<file path="config.mk">
export PLATFORM = sky130hd
export DESIGN_NAME = wake_interval_timer
export DESIGN_NICKNAME = d
export VERILOG_FILES = /design/src/rtl/wit_pkg.sv /design/src/rtl/wit_sfr_bank.sv /design/src/rtl/wit_xfer.sv /design/src/rtl/wit_aon.sv /design/src/rtl/wake_interval_timer.sv
export SDC_FILE = /design/constraint.sdc
export NUM_CORES = 1
export LEC_CHECK = 0
export ABC_AREA = 1
export BUFFER_PORTS_ARGS = -buffer_cell sky130_fd_sc_hd__buf_4
export CORE_ASPECT_RATIO = 0.7
export CORE_MARGIN = 5
export CORE_UTILIZATION = 60
export DETAILED_ROUTE_END_ITERATION = 8
export PLACE_DENSITY = 0.88
export SYNTH_ARGS = -nofsm -noshare
export SYNTH_HDL_FRONTEND = slang
export SYNTH_HIERARCHICAL = 1
export SYNTH_SLANG_ARGS = --single-unit
export TNS_END_PERCENT = 30
</file>
<file path="constraint.sdc">
create_clock -name clk -period 5.8 [get_ports clk]
set_clock_uncertainty 0.2 [all_clocks]
set_input_delay 1.16 -clock clk [delete_from_list [all_inputs] [get_ports clk]]
set_output_delay 1.16 -clock clk [all_outputs]
set_load 0.1 [all_outputs]
</file>
<file path="src/rtl/wit_pkg.sv">
package wit_pkg;
    localparam logic [7:0] ADDR_CTRL = 8'h94;
    localparam logic [7:0] ADDR_LO   = 8'h95;
    localparam logic [7:0] ADDR_HI   = 8'h96;

    localparam int B_RUN  = 7;
    localparam int B_WUP  = 6;
    localparam int B_TEST = 5;
    localparam int B_CPL  = 4;
    localparam int B_Z1   = 3;
    localparam int B_Z0   = 2;
    localparam int B_LOAD = 1;
    localparam int B_SET  = 0;
endpackage

</file>
<file path="src/rtl/wit_sfr_bank.sv">
module wit_sfr_bank
    import wit_pkg::*;
#(
    parameter int BYTE_W = 8,
    localparam int CNT_W = 2 * BYTE_W
) (
    input  logic              clk,
    input  logic              rst_n,
    input  logic [7:0]        addr,
    input  logic [7:0]        wdata,
    input  logic              we,
    input  logic              aon_wup,
    input  logic [1:0]        aon_z,
    input  logic              cpl,
    output logic [7:0]        rdata,
    output logic              cfg_run,
    output logic              cfg_wup,
    output logic              cfg_test,
    output logic              cfg_load,
    output logic [1:0]        cfg_z,
    output logic [CNT_W-1:0]  cfg_interval,
    output logic              set_rise,
    output logic              cpl_clr
);
    typedef struct packed {
        logic              run;
        logic              wup;
        logic              test;
        logic              load;
        logic              set;
        logic [1:0]        z;
        logic [BYTE_W-1:0] lo;
        logic [BYTE_W-1:0] hi;
        logic              setp;
    } bank_t;

    bank_t bank_d, bank_q;

    always_comb begin
        bank_d      = bank_q;
        bank_d.setp = bank_q.set;
        if (we) begin
            case (addr)
                ADDR_CTRL: begin
                    bank_d.run  = wdata[B_RUN];
                    bank_d.wup  = wdata[B_WUP];
                    bank_d.test = wdata[B_TEST];
                    bank_d.z    = wdata[B_Z1:B_Z0];
                    bank_d.load = wdata[B_LOAD];
                    bank_d.set  = wdata[B_SET];
                end
                ADDR_LO: bank_d.lo = wdata[BYTE_W-1:0];
                ADDR_HI: bank_d.hi = wdata[BYTE_W-1:0];
                default: ;
            endcase
        end
    end

    always_ff @(posedge clk or negedge rst_n) begin
        if (!rst_n) bank_q <= '0;
        else        bank_q <= bank_d;
    end

    always_comb begin
        case (addr)
            ADDR_CTRL: rdata = {bank_q.run, aon_wup, bank_q.test, cpl,
                                aon_z, bank_q.load, bank_q.set};
            ADDR_LO:   rdata = 8'(bank_q.lo);
            ADDR_HI:   rdata = 8'(bank_q.hi);
            default:   rdata = 8'h00;
        endcase
    end

    assign cfg_run      = bank_q.run;
    assign cfg_wup      = bank_q.wup;
    assign cfg_test     = bank_q.test;
    assign cfg_load     = bank_q.load;
    assign cfg_z        = bank_q.z;
    assign cfg_interval = {bank_q.hi, bank_q.lo};
    assign set_rise     = bank_q.set && !bank_q.setp;
    assign cpl_clr      = we && (addr == ADDR_CTRL) && !wdata[B_CPL];

    // a written 0->1 on SET is seen as a rising edge one cycle later
    assert_set_edge_R3: assert property (@(posedge clk) disable iff (!rst_n)
        (we && addr == ADDR_CTRL && wdata[B_SET] && !bank_q.set) |=> set_rise);
endmodule

</file>
<file path="src/rtl/wit_xfer.sv">
module wit_xfer #(
    parameter int CNT_W     = 16,
    parameter int XFER_SLOW = 2,
    localparam int XC_W     = $clog2(XFER_SLOW + 1)
) (
    input  logic             clk,
    input  logic             rst_n,
    input  logic             set_rise,
    input  logic             slow_tick,
    input  logic             cpl_clr,
    input  logic             in_run,
    input  logic             in_wup,
    input  logic             in_load,
    input  logic [1:0]       in_z,
    input  logic [CNT_W-1:0] in_interval,
    output logic             apply,
    output logic             s_run,
    output logic             s_wup,
    output logic             s_load,
    output logic [1:0]       s_z,
    output logic [CNT_W-1:0] s_interval,
    output logic             cpl
);
    localparam logic [XC_W-1:0] LAST = XC_W'(XFER_SLOW - 1);

    typedef struct packed {
        logic             busy;
        logic [XC_W-1:0]  xc;
        logic             cpl;
        logic             run;
        logic             wup;
        logic             load;
        logic [1:0]       z;
        logic [CNT_W-1:0] ival;
    } xfer_t;

    xfer_t xf_d, xf_q;
    logic  apply_c;

    assign apply_c = xf_q.busy && slow_tick && (xf_q.xc == LAST);

    always_comb begin
        xf_d = xf_q;
        if (apply_c) begin
            xf_d.busy = 1'b0;
            xf_d.cpl  = 1'b1;
        end else if (xf_q.busy && slow_tick) begin
            xf_d.xc = xf_q.xc + 1'b1;
        end else if (!xf_q.busy && set_rise) begin
            xf_d.busy = 1'b1;
            xf_d.xc   = '0;
            xf_d.run  = in_run;
            xf_d.wup  = in_wup;
            xf_d.load = in_load;
            xf_d.z    = in_z;
            xf_d.ival = in_interval;
        end
        if (cpl_clr && !apply_c) xf_d.cpl = 1'b0;
    end

    always_ff @(posedge clk or negedge rst_n) begin
        if (!rst_n) xf_q <= '0;
        else        xf_q <= xf_d;
    end

    assign apply      = apply_c;
    assign s_run      = xf_q.run;
    assign s_wup      = xf_q.wup;
    assign s_load     = xf_q.load;
    assign s_z        = xf_q.z;
    assign s_interval = xf_q.ival;
    assign cpl        = xf_q.cpl;

    // an edge during a transfer leaves the captured settings alone
    assert_ignore_busy_R4: assert property (@(posedge clk) disable iff (!rst_n)
        (xf_q.busy && set_rise && !apply_c) |=>
        ($stable(s_interval) && $stable(s_z) && $stable(s_run) && $stable(s_load)));
    // completion follows the landing edge
    assert_done_after_apply_R3: assert property (@(posedge clk) disable iff (!rst_n)
        apply_c |=> cpl);
    // the completion flag holds unless software clears it
    assert_cpl_hold_R5: assert property (@(posedge clk) disable iff (!rst_n)
        (cpl && !cpl_clr) |=> cpl);
endmodule

</file>
<file path="src/rtl/wit_aon.sv">
module wit_aon #(
    parameter int CNT_W = 16
) (
    input  logic             clk,
    input  logic             rst_n,
    input  logic             apply,
    input  logic             s_run,
    input  logic             s_wup,
    input  logic             s_load,
    input  logic [1:0]       s_z,
    input  logic [CNT_W-1:0] s_interval,
    input  logic             test_sel,
    input  logic             norm_tick,
    input  logic             test_tick,
    output logic             wup,
    output logic [1:0]       z
);
    typedef struct packed {
        logic             run;
        logic             wup;
        logic [1:0]       z;
        logic [CNT_W-1:0] reload;
        logic [CNT_W-1:0] cnt;
    } aon_t;

    aon_t ao_d, ao_q;
    logic tick;

    assign tick = test_sel ? test_tick : norm_tick;

    always_comb begin
        ao_d = ao_q;
        if (apply) begin
            ao_d.run    = s_run;
            ao_d.wup    = s_wup;
            ao_d.z      = s_z;
            ao_d.reload = s_interval;
            if (s_load) ao_d.cnt = s_interval;
        end else if (ao_q.run && tick) begin
            if (ao_q.cnt <= CNT_W'(1)) begin
                ao_d.wup = 1'b1;
                ao_d.cnt = ao_q.reload;
            end else begin
                ao_d.cnt = ao_q.cnt - 1'b1;
            end
        end
    end

    always_ff @(posedge clk or negedge rst_n) begin
        if (!rst_n) ao_q <= '0;
        else        ao_q <= ao_d;
    end

    assign wup = ao_q.wup;
    assign z   = ao_q.z;

    // retained bits move only with a transfer
    assert_z_retained_R11: assert property (@(posedge clk) disable iff (!rst_n)
        !apply |=> $stable(z));
    // expiry latches the flag
    assert_expire_R7: assert property (@(posedge clk) disable iff (!rst_n)
        (!apply && ao_q.run && tick && ao_q.cnt <= CNT_W'(1)) |=> wup);
    // stopped counter holds
    assert_stopped_R7: assert property (@(posedge clk) disable iff (!rst_n)
        (!apply && !ao_q.run) |=> $stable(ao_q.cnt));
endmodule

</file>
<file path="src/rtl/wake_interval_timer.sv">
module wake_interval_timer #(
    parameter int BYTE_W    = 8,
    parameter int XFER_SLOW = 2,
    localparam int CNT_W    = 2 * BYTE_W
) (
    input  logic       clk,
    input  logic       rst_n,
    input  logic [7:0] sfr_addr,
    input  logic [7:0] sfr_wdata,
    input  logic       sfr_we,
    output logic [7:0] sfr_rdata,
    input  logic       slow_tick,
    input  logic       norm_tick,
    input  logic       test_tick,
    input  logic       irq_en,
    input  logic       stby,
    output logic       wake_irq,
    output logic       xfer_done
);
    logic             cfg_run, cfg_wup, cfg_test, cfg_load;
    logic [1:0]       cfg_z;
    logic [CNT_W-1:0] cfg_interval;
    logic             set_rise, cpl_clr, cpl;
    logic             apply, s_run, s_wup, s_load;
    logic [1:0]       s_z;
    logic [CNT_W-1:0] s_interval;
    logic             aon_wup;
    logic [1:0]       aon_z;

    wit_sfr_bank #(.BYTE_W(BYTE_W)) u_bank (
        .clk(clk), .rst_n(rst_n), .addr(sfr_addr), .wdata(sfr_wdata), .we(sfr_we),
        .aon_wup(aon_wup), .aon_z(aon_z), .cpl(cpl), .rdata(sfr_rdata),
        .cfg_run(cfg_run), .cfg_wup(cfg_wup), .cfg_test(cfg_test), .cfg_load(cfg_load),
        .cfg_z(cfg_z), .cfg_interval(cfg_interval), .set_rise(set_rise), .cpl_clr(cpl_clr)
    );

    wit_xfer #(.CNT_W(CNT_W), .XFER_SLOW(XFER_SLOW)) u_xfer (
        .clk(clk), .rst_n(rst_n), .set_rise(set_rise), .slow_tick(slow_tick),
        .cpl_clr(cpl_clr), .in_run(cfg_run), .in_wup(cfg_wup), .in_load(cfg_load),
        .in_z(cfg_z), .in_interval(cfg_interval), .apply(apply), .s_run(s_run),
        .s_wup(s_wup), .s_load(s_load), .s_z(s_z), .s_interval(s_interval), .cpl(cpl)
    );

    wit_aon #(.CNT_W(CNT_W)) u_aon (
        .clk(clk), .rst_n(rst_n), .apply(apply), .s_run(s_run), .s_wup(s_wup),
        .s_load(s_load), .s_z(s_z), .s_interval(s_interval), .test_sel(cfg_test),
        .norm_tick(norm_tick), .test_tick(test_tick), .wup(aon_wup), .z(aon_z)
    );

    assign wake_irq  = irq_en && (cpl || (aon_wup && stby));
    assign xfer_done = cpl;

    // no request without the enable
    assert_irq_gate_R10: assert property (@(posedge clk) disable iff (!rst_n)
        !irq_en |-> !wake_irq);
endmodule

</file>
### Yosys cells after proc, flatten, opt, wreduce, memory -nomap -nowiden

Index checks and enable logic that the tools add are counted.

* $lt $le $gt $ge: 1
* multiplexer cells: 15
* eq/ne operators: 6
* bitwise logic cells: 2
* reduce and logical (&&, ||, !) cells: 28
* $add $sub $neg: 2

Operator list (number)
* 16-bit two-way mux: 4
* 8-bit == test (second input constant): 3
* 8-bit case mux with 3 select lines: 1
* 16-bit by 1-bit less-or-equal comparator with 1-bit output (second input constant): 1
* 16-bit by 1-bit subtractor with 16-bit output (second input constant): 1
* 2-bit AND reduction: 7
* 1-bit logical AND: 10
* 2-bit nonzero test: 5
* 1-bit two-way mux: 8
* 1-bit zero test: 4
* 2-bit by 1-bit inequality test with 1-bit output (second input constant): 2
* 3-bit two-way mux: 1
* 3-bit AND reduction: 1
* 2-bit by 1-bit adder with 2-bit output (second input constant): 1
* 2-bit by 1-bit == test with 1-bit output (second input constant): 1
* 2-bit two-way mux: 1
* 1-bit NOT: 2
* 1-bit logical OR: 1

* output and inout bits: 10
* register bits: 85

### Logic depth before layout (Yosys ltp)

* word-level depth: 6
* gate-level depth with buffers: 11
* gate-level depth less buffers: 10

### Cells and area by module

The synthesis kept the hierarchy.

By module, submodules not included
* wit_aon: area an instance 2164.6 µm², cells each 313, times used 1
* wit_sfr_bank: area an instance 1441.4 µm², cells each 181, times used 1
* wit_xfer: area an instance 1196.1 µm², cells each 138, times used 1
* wake_interval_timer: area an instance 20.0 µm², cells each 4, times used 1

### Worst setup path after synthesis

OpenSTA, ideal clock, no wires.

* kind: input to output
* start: in sfr_addr[3]
* end: out sfr_rdata[2]
* path buffers: 1
* stages: 6
* slack: 1995 ps
* data arrival time: 2445 ps
* cells stage by stage: inv_1 > nand2_2 > nor2_4 > buf_6 > nand3_1 > nand3_1

* longest elaborated chain between the ends: 2
* elaborated cells on any way between the ends: 4
* classes of those cells: eq/ne (3); mux (1)

RTL lines
* start, declared: line wake_interval_timer.sv:8 `input logic [7:0] sfr_addr,`
* 8-bit == test: line wit_sfr_bank.sv:65 `case (addr)`
* 8-bit case mux with 3 select lines *: line wit_sfr_bank.sv:65
* end, declared: line wake_interval_timer.sv:11 `output logic [7:0] sfr_rdata,`

Every way passes the cells marked *; elsewhere a longest branch is shown, timed or not.

### Final worst setup path

* start: in sfr_addr[7]
* end: out sfr_rdata[2]

The elaborated chain is that of the path after synthesis.

==> results.md <==
* Status: finished clean
* Crit. End Element: output pin
* CTS HTree Levels at 3
* Kind of critical path: primary input to output pin
* Layout cell share with drive strength beyond 1 at 0.137
* Initial antenna violation count at 0
* Cell variety after synth at 30
* GPL Wtd Cong at between 0.8 and 0.9
* Die area at 9960 um2
* Largest net degree at the start of global routing at 86
* Placed cell area at approximately 4800 um2
* Tot GR Track Use at 0.246
* Area Overhead vs Synth at 4.75%
* Worst-Margin Slew at 1.03 ns
* Net Count, Synth at 664
* Pwr per Cell Area at approximately 370 nW/um2
* Arr. time, crit path at around 2.5 ns
* Number of global-route vias before repair at a little over 4000
* IO Port Bufs at 33
* Avg WL per Cell at 15.6 um
* Critical path peak fanout at 13
* Peak VDD IR at 0.348 mV
* Die Width at 117 um
* Routed wire length at 11.3 mm
* Worst setup SP type: primary input
* Seq/Total Area, Yosys at 0.441
* Post-CTS setup buffers at 0
* Synth Area in Simple Gates at 0.372
* 1st-pass router iterations at 5
* DR vias at between 4000 and 5000
* Antenna Violating Nets Remaining at 0
* Initial DRC Count at 564
* Die Span Y at approximately 85 um
* Via density at between 5 and 6
* CTS Hold Bufs at 0
* CTS tree: yes
* Design Area, Final at 5050 um2
* Core Box Area at ~7800 um2
* Count of final setup violators at 0
* Final Cycle Share at 0.659
* Initial Utilization at 0.615
* Final min period at approximately 3.8 ns
* # resized after CTS at 0
* WHS at 0.243 ns
* Max Freq at 262 MHz
* CTS Buf Count at 9
* Pleak at between 0.002 and 0.003 uW
* Endpoints failing hold at 0
* CTS Sinks at between 80 and 90
* WP data required at 4.44 ns
* Max cap viols at 0
* Largest family of logic cells by synthesized area: simple AND/OR/NAND/NOR gates
* Adder-cell share of the synthesized area at 0.0104
* RSZ-0062 raised after global routing: no
* Worst Hold Class: flop to flop
* Max Slew Vio Count at 0
* Post-synthesis compound-gate area fraction at 0.0524
* Worst skew pair latency at 0.33 ns
* # DRC at 0
* Yosys warns at 6
* Clock-pin slew on the worst setup and hold paths at 0.06 ns
* Post-DP HPWL at a little under 8 mm
* Grt total ovfl at 0
* Mean Syn Cell Area at between 7 and 8 um2
* Diode count at 0
* I/O pin cnt at 34
* Xor/xnor share of the synthesized area at 0.00182
* Synth Register Bits at 85
* Row count at 27
* First-pass GRT wire length at between 15 and 20 mm
* Post-synthesis mux area share at 0
* Final nets at ~650
* Final TNS setup at 0 ns
* CTS Buffer Depth at 2
* Post-Syn Instances at 636
* Synth Cell Area at 4820 um2
* Rel. slew slack at 0.312
* CTS root buf: clkbuf_16
## cell type report
| class | count | area [um2] |
|---|---|---|
| inverters | 35 | 131 |
| fillers | 653 | 2790 |
| repair buffers | 35 | 263 |
| clock buffers | 11 | 253 |
| flip-flops and latches | 85 | 2130 |
| multi-input cells | 452 | 2100 |
| well taps | 101 | 126 |
| clock inverters | 4 | 47.5 |
## sequential cells by signal, summed over array words and instances (netlist names)
register,cells
u_aon/ao_q,33
u_aon/wup,1
u_aon/z,2
u_bank/bank_d,1
u_bank/bank_q,1
u_bank/cfg_interval,16
u_bank/cfg_load,1
u_bank/cfg_run,1
u_bank/cfg_test,1
u_bank/cfg_wup,1
u_bank/cfg_z,2
u_xfer/cpl,1
u_xfer/s_interval,16
u_xfer/s_load,1
u_xfer/s_run,1
u_xfer/s_wup,1
u_xfer/s_z,2
u_xfer/xf_q,3
## cells by family (layout without fill, tap and decap cells)
family                     after synthesis  count (layout)
DFF                                     85              85
and+or+nand+nor                        403             403
xor gates and xnor gates                 1               1
buffers and inverters                   99              85
adders and majority gates                4               4
AOI/OAI and AO/OA                       44              44
## per-layer routing
metal,track usage,routed length [um],vias to the layer above,part of all wire
li1,-,-,1978,-
met1,0.337,4980,1949,0.44
met4,0.0719,184,0,0.016
met3,0.0599,931,22,0.082
met2,0.388,5190,185,0.46
met5,0,0,-,0
## cell usage in the layout, fill, tap and decap left out, types with 2 or more instances in the layout
master,n
nand3_1,85
clkinv_2,2
nor2_1,44
o21ai_0,6
clkbuf_16,9
a21oi_1,33
inv_2,6
inv_1,29
nor2_4,4
nor2_2,8
nand4_1,17
nand3_2,3
ha_1,4
nand2_1,230
clkbuf_8,2
dfrtp_1,85
buf_4,35
nand2_2,7
## stage by stage
stage / utilization / total power, uW / setup slack [ns] / cells
2_1_floorplan: - / 1180 / 1.99 / 636
3_3_place_gp: 0.606 / 1280 / 2.08 / 708
3_5_place_dp: 0.606 / 1300 / 1.98 / 708
4_1_cts: 0.644 / 1890 / 1.99 / 723
5_1_grt: 0.644 / 2010 / 1.88 / 723
6_report: 0.644 / 1880 / 1.98 / 723
## Yosys cell counts, drive strengths merged
cell type	number	area share
nand4	17	0.022
ha	4	0.010
o21ai	8	0.011
buf	60	0.092
xnor2	1	0.0018
o21bai	1	0.0016
a21oi	35	0.039
clkbuf	4	0.0031
nand2	238	0.19
or2	1	0.0013
nand3b	1	0.0016
nand3	89	0.098
nor2	57	0.058
dfrtp	85	0.44
inv	35	0.027
## critical path, stage by stage
cell	delay (ns)
buf_4	0.08
nand2_2	0.09
inv_1	0.07
nand2_1	0.05
nor2_2	0.46
nand2_1	0.12
nand3_1	0.12
buf_4	0.30
## final timing paths
path | from | end | slack, ns | depth (start not counted)
max in group asynchronous | rst_n | u_xfer/s_interval[10] | 3.93 | 1
min in group asynchronous | rst_n | u_xfer/xf_q[22] | 0.80 | 1
setup / recovery | sfr_addr[7] | sfr_rdata[2] | 1.98 | 8
hold / removal | u_bank/bank_d[0] | u_bank/bank_q[0] | 0.24 | 0
hold reg to reg | u_bank/bank_d[0] | u_bank/bank_q[0] | 0.24 | 0
setup reg to reg | u_xfer/xf_q[23] | u_aon/ao_q[2] | 2.86 | 10
## report_power, final
part	internal [uW]	total, uW	switching, uW
Sequential	687	805	118
Clock	353	571	218
Combinational	169	509	339
(Power assumes the default switching activity.)
